$ cat src/rtl/chop_pkg.sv
package chop_pkg;

    localparam int DEF_NUM_BR   = 2;
    localparam int DEF_BLANK_W  = 8;
    localparam int DEF_MINON_W  = 8;
    localparam int DEF_OFF_W    = 20;
    localparam int DEF_SYNC_STG = 2;

    typedef enum logic [1:0] {
        PH_IDLE   = 2'd0,
        PH_DRIVE  = 2'd1,
        PH_RECIRC = 2'd2
    } phase_e;

    typedef struct packed {
        logic drive;
        logic recirc;
        logic trip;
    } chop_cmd_t;

    function automatic int chop_max(input int a, input int b);
        return (a > b) ? a : b;
    endfunction

endpackage

$ cat src/rtl/chop_sync.sv
module chop_sync #(
    parameter int STAGES = chop_pkg::DEF_SYNC_STG
) (
    input  logic clk,
    input  logic rst,
    input  logic d,
    output logic q
);
    logic [STAGES-1:0] sh;

    always_ff @(posedge clk) begin
        if (rst) begin
            sh <= '0;
        end else begin
            sh <= {sh[STAGES-2:0], d};
        end
    end

    assign q = sh[STAGES-1];
endmodule

$ cat src/rtl/chop_count.sv
module chop_count #(
    parameter int W = 8
) (
    input  logic         clk,
    input  logic         rst,
    input  logic         clr,
    output logic [W-1:0] cnt
);
    always_ff @(posedge clk) begin
        if (rst || clr) begin
            cnt <= '0;
        end else if (cnt != {W{1'b1}}) begin
            cnt <= cnt + W'(1);
        end
    end
endmodule

$ cat src/rtl/chop_phase_fsm.sv
module chop_phase_fsm
    import chop_pkg::*;
(
    input  logic      clk,
    input  logic      rst,
    input  logic      en,
    input  logic      flag,
    input  logic      blank_done,
    input  logic      min_done,
    input  logic      off_done,
    output logic      clr_on,
    output logic      clr_off,
    output chop_cmd_t cmd
);
    phase_e phase, phase_nxt;
    logic   accept;
    logic   trip_q;

    always_comb begin
        phase_nxt = phase;
        accept    = 1'b0;
        if (!en) begin
            phase_nxt = PH_IDLE;
        end else begin
            case (phase)
                PH_IDLE:   phase_nxt = PH_DRIVE;
                PH_DRIVE: begin
                    if (flag && blank_done && min_done) begin
                        phase_nxt = PH_RECIRC;
                        accept    = 1'b1;
                    end
                end
                PH_RECIRC: begin
                    if (off_done) begin
                        phase_nxt = PH_DRIVE;
                    end
                end
                default:   phase_nxt = PH_IDLE;
            endcase
        end
    end

    // Timers run only while the phase they time persists across the edge.
    assign clr_on  = (phase != PH_DRIVE)  || (phase_nxt != PH_DRIVE);
    assign clr_off = (phase != PH_RECIRC) || (phase_nxt != PH_RECIRC);

    always_ff @(posedge clk) begin
        if (rst) begin
            phase  <= PH_IDLE;
            trip_q <= 1'b0;
        end else begin
            phase  <= phase_nxt;
            trip_q <= accept;
        end
    end

    always_comb begin
        cmd.drive  = (phase == PH_DRIVE);
        cmd.recirc = (phase == PH_RECIRC);
        cmd.trip   = trip_q;
    end
endmodule

$ cat src/rtl/chop_lane.sv
module chop_lane
    import chop_pkg::*;
#(
    parameter int BLANK_W  = DEF_BLANK_W,
    parameter int MINON_W  = DEF_MINON_W,
    parameter int OFF_W    = DEF_OFF_W,
    parameter int SYNC_STG = DEF_SYNC_STG
) (
    input  logic               clk,
    input  logic               rst,
    input  logic               en,
    input  logic               flag_raw,
    input  logic [BLANK_W-1:0] blank_len,
    input  logic [MINON_W-1:0] min_on_len,
    input  logic [OFF_W-1:0]   off_len,
    output chop_cmd_t          cmd
);
    // One spare bit so the saturated count exceeds any programmed window.
    localparam int ON_W = chop_max(BLANK_W, MINON_W) + 1;

    logic            flag_s;
    logic            clr_on, clr_off;
    logic [ON_W-1:0] on_cnt;
    logic [OFF_W-1:0] off_cnt;
    logic [ON_W:0]   on_elapsed;
    logic [OFF_W:0]  off_elapsed;
    logic            blank_done, min_done, off_done;

    chop_sync #(.STAGES(SYNC_STG)) u_sync (
        .clk (clk),
        .rst (rst),
        .d   (flag_raw),
        .q   (flag_s)
    );

    chop_count #(.W(ON_W)) u_on_tmr (
        .clk (clk),
        .rst (rst),
        .clr (clr_on),
        .cnt (on_cnt)
    );

    chop_count #(.W(OFF_W)) u_off_tmr (
        .clk (clk),
        .rst (rst),
        .clr (clr_off),
        .cnt (off_cnt)
    );

    // Elapsed counts include the current cycle of the phase.
    assign on_elapsed  = {1'b0, on_cnt} + (ON_W+1)'(1);
    assign off_elapsed = {1'b0, off_cnt} + (OFF_W+1)'(1);

    assign blank_done = (on_cnt >= ON_W'(blank_len));
    assign min_done   = (on_elapsed >= (ON_W+1)'(min_on_len));
    assign off_done   = (off_elapsed >= {1'b0, off_len});

    chop_phase_fsm u_fsm (
        .clk        (clk),
        .rst        (rst),
        .en         (en),
        .flag       (flag_s),
        .blank_done (blank_done),
        .min_done   (min_done),
        .off_done   (off_done),
        .clr_on     (clr_on),
        .clr_off    (clr_off),
        .cmd        (cmd)
    );
endmodule

$ cat src/rtl/chop_bank.sv
module chop_bank
    import chop_pkg::*;
#(
    parameter int NUM_BR   = DEF_NUM_BR,
    parameter int BLANK_W  = DEF_BLANK_W,
    parameter int MINON_W  = DEF_MINON_W,
    parameter int OFF_W    = DEF_OFF_W,
    parameter int SYNC_STG = DEF_SYNC_STG
) (
    input  logic                       clk,
    input  logic                       rst,
    input  logic [NUM_BR-1:0]          bridge_en,
    input  logic [NUM_BR-1:0]          over_ref_raw,
    input  logic [NUM_BR*BLANK_W-1:0]  blank_len,
    input  logic [NUM_BR*MINON_W-1:0]  min_on_len,
    input  logic [NUM_BR*OFF_W-1:0]    off_len,
    output logic [NUM_BR-1:0]          drive_on,
    output logic [NUM_BR-1:0]          recirc_on,
    output logic [NUM_BR-1:0]          trip_pulse
);
    chop_cmd_t lane_cmd [NUM_BR];

    for (genvar i = 0; i < NUM_BR; i++) begin : g_lane
        chop_lane #(
            .BLANK_W  (BLANK_W),
            .MINON_W  (MINON_W),
            .OFF_W    (OFF_W),
            .SYNC_STG (SYNC_STG)
        ) u_lane (
            .clk        (clk),
            .rst        (rst),
            .en         (bridge_en[i]),
            .flag_raw   (over_ref_raw[i]),
            .blank_len  (blank_len[i*BLANK_W +: BLANK_W]),
            .min_on_len (min_on_len[i*MINON_W +: MINON_W]),
            .off_len    (off_len[i*OFF_W +: OFF_W]),
            .cmd        (lane_cmd[i])
        );

        assign drive_on[i]   = lane_cmd[i].drive;
        assign recirc_on[i]  = lane_cmd[i].recirc;
        assign trip_pulse[i] = lane_cmd[i].trip;
    end
endmodule

$ cat config.mk
export PLATFORM = sky130hd
export DESIGN_NAME = chop_bank
export DESIGN_NICKNAME = d
export VERILOG_FILES = /design/src/rtl/chop_pkg.sv /design/src/rtl/chop_sync.sv /design/src/rtl/chop_count.sv /design/src/rtl/chop_phase_fsm.sv /design/src/rtl/chop_lane.sv /design/src/rtl/chop_bank.sv
export SDC_FILE = /design/constraint.sdc
export NUM_CORES = 1
export LEC_CHECK = 0
export BUFFER_PORTS_ARGS = -buffer_cell sky130_fd_sc_hd__buf_2
export CORE_UTILIZATION = 61
export CTS_CLUSTER_DIAMETER = 150
export CTS_CLUSTER_SIZE = 28
export DETAILED_ROUTE_END_ITERATION = 6
export GPL_TIMING_DRIVEN = 0
export PLACE_DENSITY = 0.86
export REMOVE_ABC_BUFFERS = 1
export SKIP_LAST_GASP = 1
export SYNTH_ARGS = -nofsm -noshare
export SYNTH_HDL_FRONTEND = slang
export SYNTH_SLANG_ARGS = --single-unit
export TNS_END_PERCENT = 20
$ cat constraint.sdc
create_clock -name clk -period 8 [get_ports clk]
set_input_delay 1.6 -clock clk [delete_from_list [all_inputs] [get_ports clk]]
set_output_delay 1.6 -clock clk [all_outputs]
set_load 0.05 [all_outputs]
* Yosys cells after proc, flatten, opt, wreduce, memory -nomap -nowiden
Index checks and enable logic that the tools add are counted.
W data, S select, Z words.
** Word-level totals
- Register bits :: 68
- Input port bits :: 78
- Output and inout port bits :: 6
- Word-level logic and storage cells :: 70
** Operators by class
- Add/subtract/negate cells :: 8
- Magnitude comparators :: 6
- Equal/unequal tests :: 16
- Multiplexer cells :: 10
- Bitwise logic cells :: 4
- Reduce and logical (&&, ||, !) cells :: 16
** Operators with widths (number)
- $add A20 B1 Y21 const B :: 2
- $ge A21 B20 Y1 :: 2
- $add A20 B1 Y20 const B :: 2
- $ne A20 B20 Y1 const B :: 2
- $add A9 B1 Y10 const B :: 2
- $ge A10 B8 Y1 :: 2
- $add A9 B1 Y9 const B :: 2
- $ge A9 B8 Y1 :: 2
- $ne A9 B9 Y1 const B :: 2
- $mux W2 :: 6
- $pmux W2 S3 :: 2
- $logic_or A1 B1 Y1 :: 8
- $ne A2 B1 Y1 const B :: 4
- $ne A2 B2 Y1 const B :: 4
- $reduce_or A3 Y1 :: 2
- $eq A2 B1 Y1 const B :: 2
- $eq A2 B2 Y1 const B :: 2
- $logic_and A1 B1 Y1 :: 4
- $logic_not A2 Y1 :: 2
- $not A1 Y1 :: 4
- $mux W1 :: 2

* Longest topological paths before layout
- Depth in word-level cells :: 9
- Depth in mapped cells :: 15
- Depth with buffers taken out :: 14

* Modules after synthesis
A second synthesis with hierarchy kept.
** Unflattened totals
- Cell total of the unflattened synthesis :: 750
- Area total of the unflattened synthesis :: 6103.4 µm²
** By module, submodules not included
- chop_count (g_lane[0].u_lane.u_off_tmr ...) :: times used 2, cells each 125, area each 1069.8 µm², seq. area each 400.4 µm²
- chop_lane (g_lane[0].u_lane) :: times used 1, cells each 182, area each 1341.3 µm², seq. area each 0.0 µm²
- chop_lane (g_lane[1].u_lane) :: times used 1, cells each 186, area each 1338.8 µm², seq. area each 0.0 µm²
- chop_count (g_lane[0].u_lane.u_on_tmr ...) :: times used 2, cells each 44, area each 420.4 µm², seq. area each 180.2 µm²
- chop_phase_fsm :: times used 2, cells each 18, area each 168.9 µm², seq. area each 60.1 µm²
- chop_sync :: times used 2, cells each 4, area each 52.6 µm², seq. area each 40.0 µm²

* Least setup slack after synthesis
OpenSTA, ideal clock, no wires.
- Kind :: input to register
- From :: in min_on_len[13]
- To :: reg g_lane[1].u_lane.u_on_tmr.cnt[0]
- Setup time :: 0.066 ns
- Data arrival time :: 3.093 ns
- Data required time :: 7.934 ns
- Slack :: 4.841 ns
- Stages :: 8
- Buffers on the path :: 0
- Path through :: inv_1 ha_1 a211oi_1 nor2_1 or4_1 o22ai_2 o2111ai_4 nor2_1
** Between the ends
- Longest elaborated chain between the ends :: 8
** RTL lines
- start, declared :: line chop_bank.sv:15 : input logic [NUM_BR*MINON_W-1:0] min_on_len,
- $ge A10 B8 Y1 :: line chop_lane.sv:55 : assign min_done = (on_elapsed >= (ON_W+1)'(min_on_len));
- $logic_and A1 B1 Y1 :: line chop_phase_fsm.sv:28 : if (flag && blank_done && min_done) begin
- $mux W2 :: line chop_phase_fsm.sv:28
- $pmux W2 S3 :: line chop_phase_fsm.sv:25 : case (phase)
- $mux W2 :: line chop_phase_fsm.sv:22 : if (!en) begin
- $ne A2 B1 Y1 :: line chop_phase_fsm.sv:44 : assign clr_on = (phase != PH_DRIVE) || (phase_nxt != PH_DRIVE);
- $logic_or A1 B1 Y1 :: line chop_phase_fsm.sv:44
- $logic_or A1 B1 Y1 :: line chop_count.sv:10 : if (rst || clr) begin
- end signal, assigned :: line chop_count.sv:13 : cnt <= cnt + W'(1);
- end, declared :: line chop_count.sv:7 : output logic [W-1:0] cnt
Every way passes these cells.
A chain may end at the register's enable or synchronous reset.

* Worst setup path after layout
- From :: reg g_lane[0].u_lane.u_off_tmr.cnt[0]
- To :: reg g_lane[0].u_lane.u_off_tmr.cnt[19]
** Between the ends
- Longest elaborated chain between the ends :: 8
- Elaborated cells between the ends (all ways) :: 10
- Those cells by class :: add/sub (2); order compare (1); eq/ne (2); mux (3); reduce/logical (2)
** RTL lines
- start, declared :: line chop_count.sv:7
- start signal, assigned :: line chop_count.sv:13
- $add A20 B1 Y21 :: line chop_lane.sv:52 : assign off_elapsed = {1'b0, off_cnt} + (OFF_W+1)'(1);
- named net g_lane[0].u_lane.off_elapsed[18] :: line chop_lane.sv:26 : logic [OFF_W:0] off_elapsed;
- $ge A21 B20 Y1 :: line chop_lane.sv:56 : assign off_done = (off_elapsed >= {1'b0, off_len});
- $mux W2 :: line chop_phase_fsm.sv:34 : if (off_done) begin
- $pmux W2 S3 :: line chop_phase_fsm.sv:25
- $mux W2 :: line chop_phase_fsm.sv:22
- $ne A2 B2 Y1 :: line chop_phase_fsm.sv:45 : assign clr_off = (phase != PH_RECIRC) || (phase_nxt != PH_RECIRC);
- $logic_or A1 B1 Y1 :: line chop_phase_fsm.sv:45
- $logic_or A1 B1 Y1 :: line chop_count.sv:10
The timed path passes the listed nets, and every way through them passes these cells.

==> flow_summary.ini <==
[status]
status = finished clean

[floorplanning]
rows = 32
start_util_pct = 64.0
floorplan.die_area_sq_um = 8560
core-area_sq_um = 7810
boundaryPins = 84
fp.dieH_um = 92.5
die_w_um = 92.5

[critical_path]
critical_path_class = reg -> reg
slowest_delay_ns = 0.73
cp-end-kind = flop
worstPathMaxFanout = 21
crit_path_top_delay_cell = nand4_1
path_cells = ha_1 > nand3_2 > nor4_4 > and2b_1 > nand3_1 > xor2_1 > inv_1 > ha_1 > nand3_1 > a21oi_1 > a211oi_1 > nand4_1 > a211oi_1
cp_top_family = simple AND/OR/NAND/NOR gates
cp_num_buf_inv = 1
required_ns = 8.22
crit_path_start_kind = flop
crit_arrival_ns = 4.29

[yosys]
synth_cell_type_count = 50
ys_warn_count = 0
synth.top_cells.by_count = inv_1 (98), ha_1 (78), dfxtp_1 (68), nor2_1 (58), xnor2_1 (42)
synth-seq-cells = 68
synth_enable_flop_cells = 0
yosysTopAreaCell = dfxtp_1
synth_top_area_share_pct = 27.2
yosysMostFrequentCell = inv_1
synth_area_leaders = dfxtp_1 (27%), ha_1 (20%), inv_1 (7.4%)
avgSynthCellArea_sq_um = 8.19
synthesis.area_sq_um = 5000
synth.yosys.seq_area_share_pct = 27.2
synth_cells = 610
synthFlopType = dfxtp_1
async_flop_share_pct = 0

[finish]
diodes = 0
fillers = 640
area.sequential_sq_um = 1360
nNetsFinal = 849
design_area_sq_um = 5670
multi_input_area_sq_um = 3210
drive_gt1_share_pct = 15.7
stdcell_count = 798
area_growth_pct = 13.4

[clocking]
clockBufferDepth = 2
cts_sinks = 68
cts_buffers = 9
cts_tree = done
clk_pin_slew_ns = 0.07
cts_hold_buf = 0
htreeDepth = 3
post_cts_buffers = 0
clock_latency_ns = 0.34
cts-root-buf = clkbuf_8
ctsResizeCount = 0

[timing]
setup-violations-final = 0
worst_pin_slew_ns = 0.916
fin_setup_tns_ns = 0
max_freq_mhz = 246
rsz0062_at_grt = false
fin_worst_skew_ns = 0.0171
min_period_ns = 4.06
finalCritPeriodShare_pct = 50.8
slew_headroom_pct = 38.8
hold_viol_final = 0
report.final.slew_viol_count = 0

[detailed_routing]
drc = 0
first_iter_violations = 101
routed_via_density = 5.40
vias = 4313
wl_per_cell_um = 12.8
ant_nets = 0
drtPass1Iterations = 5
wl_mm = 10.2

[placement]
gp_congestion = 0.849
placed_cell_area_sq_um = 5480
portBuffers = 83
place_hpwl_mm = 8.34
placedCellCount = 784

[power]
vdd_ir_drop_max_v = 0.0000924
switching_power_uw = 147
p_comb_share_pct = 8.4
p_int_uw = 526
p_sw_share_pct = 21.8
clkPwrFrac_pct = 40.7
p_per_area_nw_per_um2 = 119
p_leak_nw = 2.97
p_seq_share_pct = 50.8

[global_routing]
grt_pass1_wl_mm = 18.1
grt_max_degree = 22
grt_overflow = 0
grt_usage_pct = 25.9
grt_pass1_vias = 4390
antenna_found_initial = 0

[run]
maxCapViolCount = 0

[min_path]
hold_class = reg -> reg
[registers in the layout, summed over array words and instances (netlist names)]
register / count
g_lane.u_lane.u_fsm.phase: 4
g_lane.u_lane.u_fsm.trip_q: 2
g_lane.u_lane.u_off_tmr.cnt: 40
g_lane.u_lane.u_on_tmr.cnt: 18
g_lane.u_lane.u_sync.sh: 4
[final cells by class]
type	instances	share of cell area [%]
Sequential cell	68	24.0
Multi-Input combinational cell	433	56.6
Tap cell	102	2.25
Clock inverter	2	0.618
Timing Repair Buffer	83	7.33
Inverter	98	6.49
Clock buffer	12	2.74
[cells in the final DEF, fill, tap and decap left out, types with 2 or more instances in the layout]
master,synthesis,layout
a211oi_1,7,7
a21o_1,4,4
a21oi_1,35,35
a31oi_1,2,2
and2b_1,2,2
and3_1,8,8
and4_1,3,3
buf_2,5,83
clkbuf_8,0,11
dfxtp_1,68,68
ha_1,78,78
inv_1,98,98
mux2i_1,6,6
nand2_1,31,31
nand2b_1,4,4
nand3_1,29,29
nand3_2,2,2
nand4_1,14,14
nor2_1,58,58
nor2b_1,30,30
nor3_1,9,9
nor3b_1,4,4
nor4_1,2,2
o21ai_0,16,16
o31a_1,2,2
o31ai_1,3,3
xnor2_1,42,42
xor2_1,21,21
[metal layers]
metal,wire length (um),GRT usage (%)
met1,4550,29.8
met2,5110,48.0
met3,416,4.27
met4,131,8.72
met5,0,0
[final timing paths]
path                                             startpoint  slack [ns]                                              end  cells after the start
max reg2reg  g_lane[0].u_lane.u_off_tmr.cnt[0]$_SDFFE_PP0P_        3.94  g_lane[0].u_lane.u_off_tmr.cnt[19]$_SDFFE_PP0P_                     13
min reg2reg        g_lane[0].u_lane.u_sync.sh[0]$_SDFF_PP0_        0.44         g_lane[0].u_lane.u_sync.sh[1]$_SDFF_PP0_                      1
max          g_lane[0].u_lane.u_off_tmr.cnt[0]$_SDFFE_PP0P_        3.94  g_lane[0].u_lane.u_off_tmr.cnt[19]$_SDFFE_PP0P_                     13
min                g_lane[0].u_lane.u_sync.sh[0]$_SDFF_PP0_        0.44         g_lane[0].u_lane.u_sync.sh[1]$_SDFF_PP0_                      1
[per-stage QoR]
step	worst slack, ns	hold WS, ns	power [mW]	utilization, %
6_report	3.94	0.439	0.672	72.6
2_1_floorplan	4.57	0.414	0.378	-
5_1_grt	3.58	0.461	0.701	72.6
3_5_place_dp	3.81	0.428	0.406	70.2
4_1_cts	3.96	0.442	0.678	72.6
3_3_place_gp	3.88	0.421	0.402	70.2
[power by group through the flow]
stage	Combinational, mW	Clock (mW)	Sequential [mW]
6_report	0.0567	0.274	0.342
5_1_grt	0.0649	0.294	0.342
4_1_cts	0.0572	0.279	0.342
3_5_place_dp	0.0567	0	0.349
3_3_place_gp	0.0524	0	0.349
2_1_floorplan	0.0295	0	0.349
[kinds of logic after synthesis]
group,Yosys count,synth area share [%]
AOI/OAI and AO/OA,80,10.3
xor gates and xnor gates,63,11.0
adders and majority gates,78,19.5
buffers and inverters,109,8.61
DFF,68,27.2
muxes,6,1.20
and+or+nand+nor,206,22.1
No activity file was read; power rests on OpenSTA's default activity.
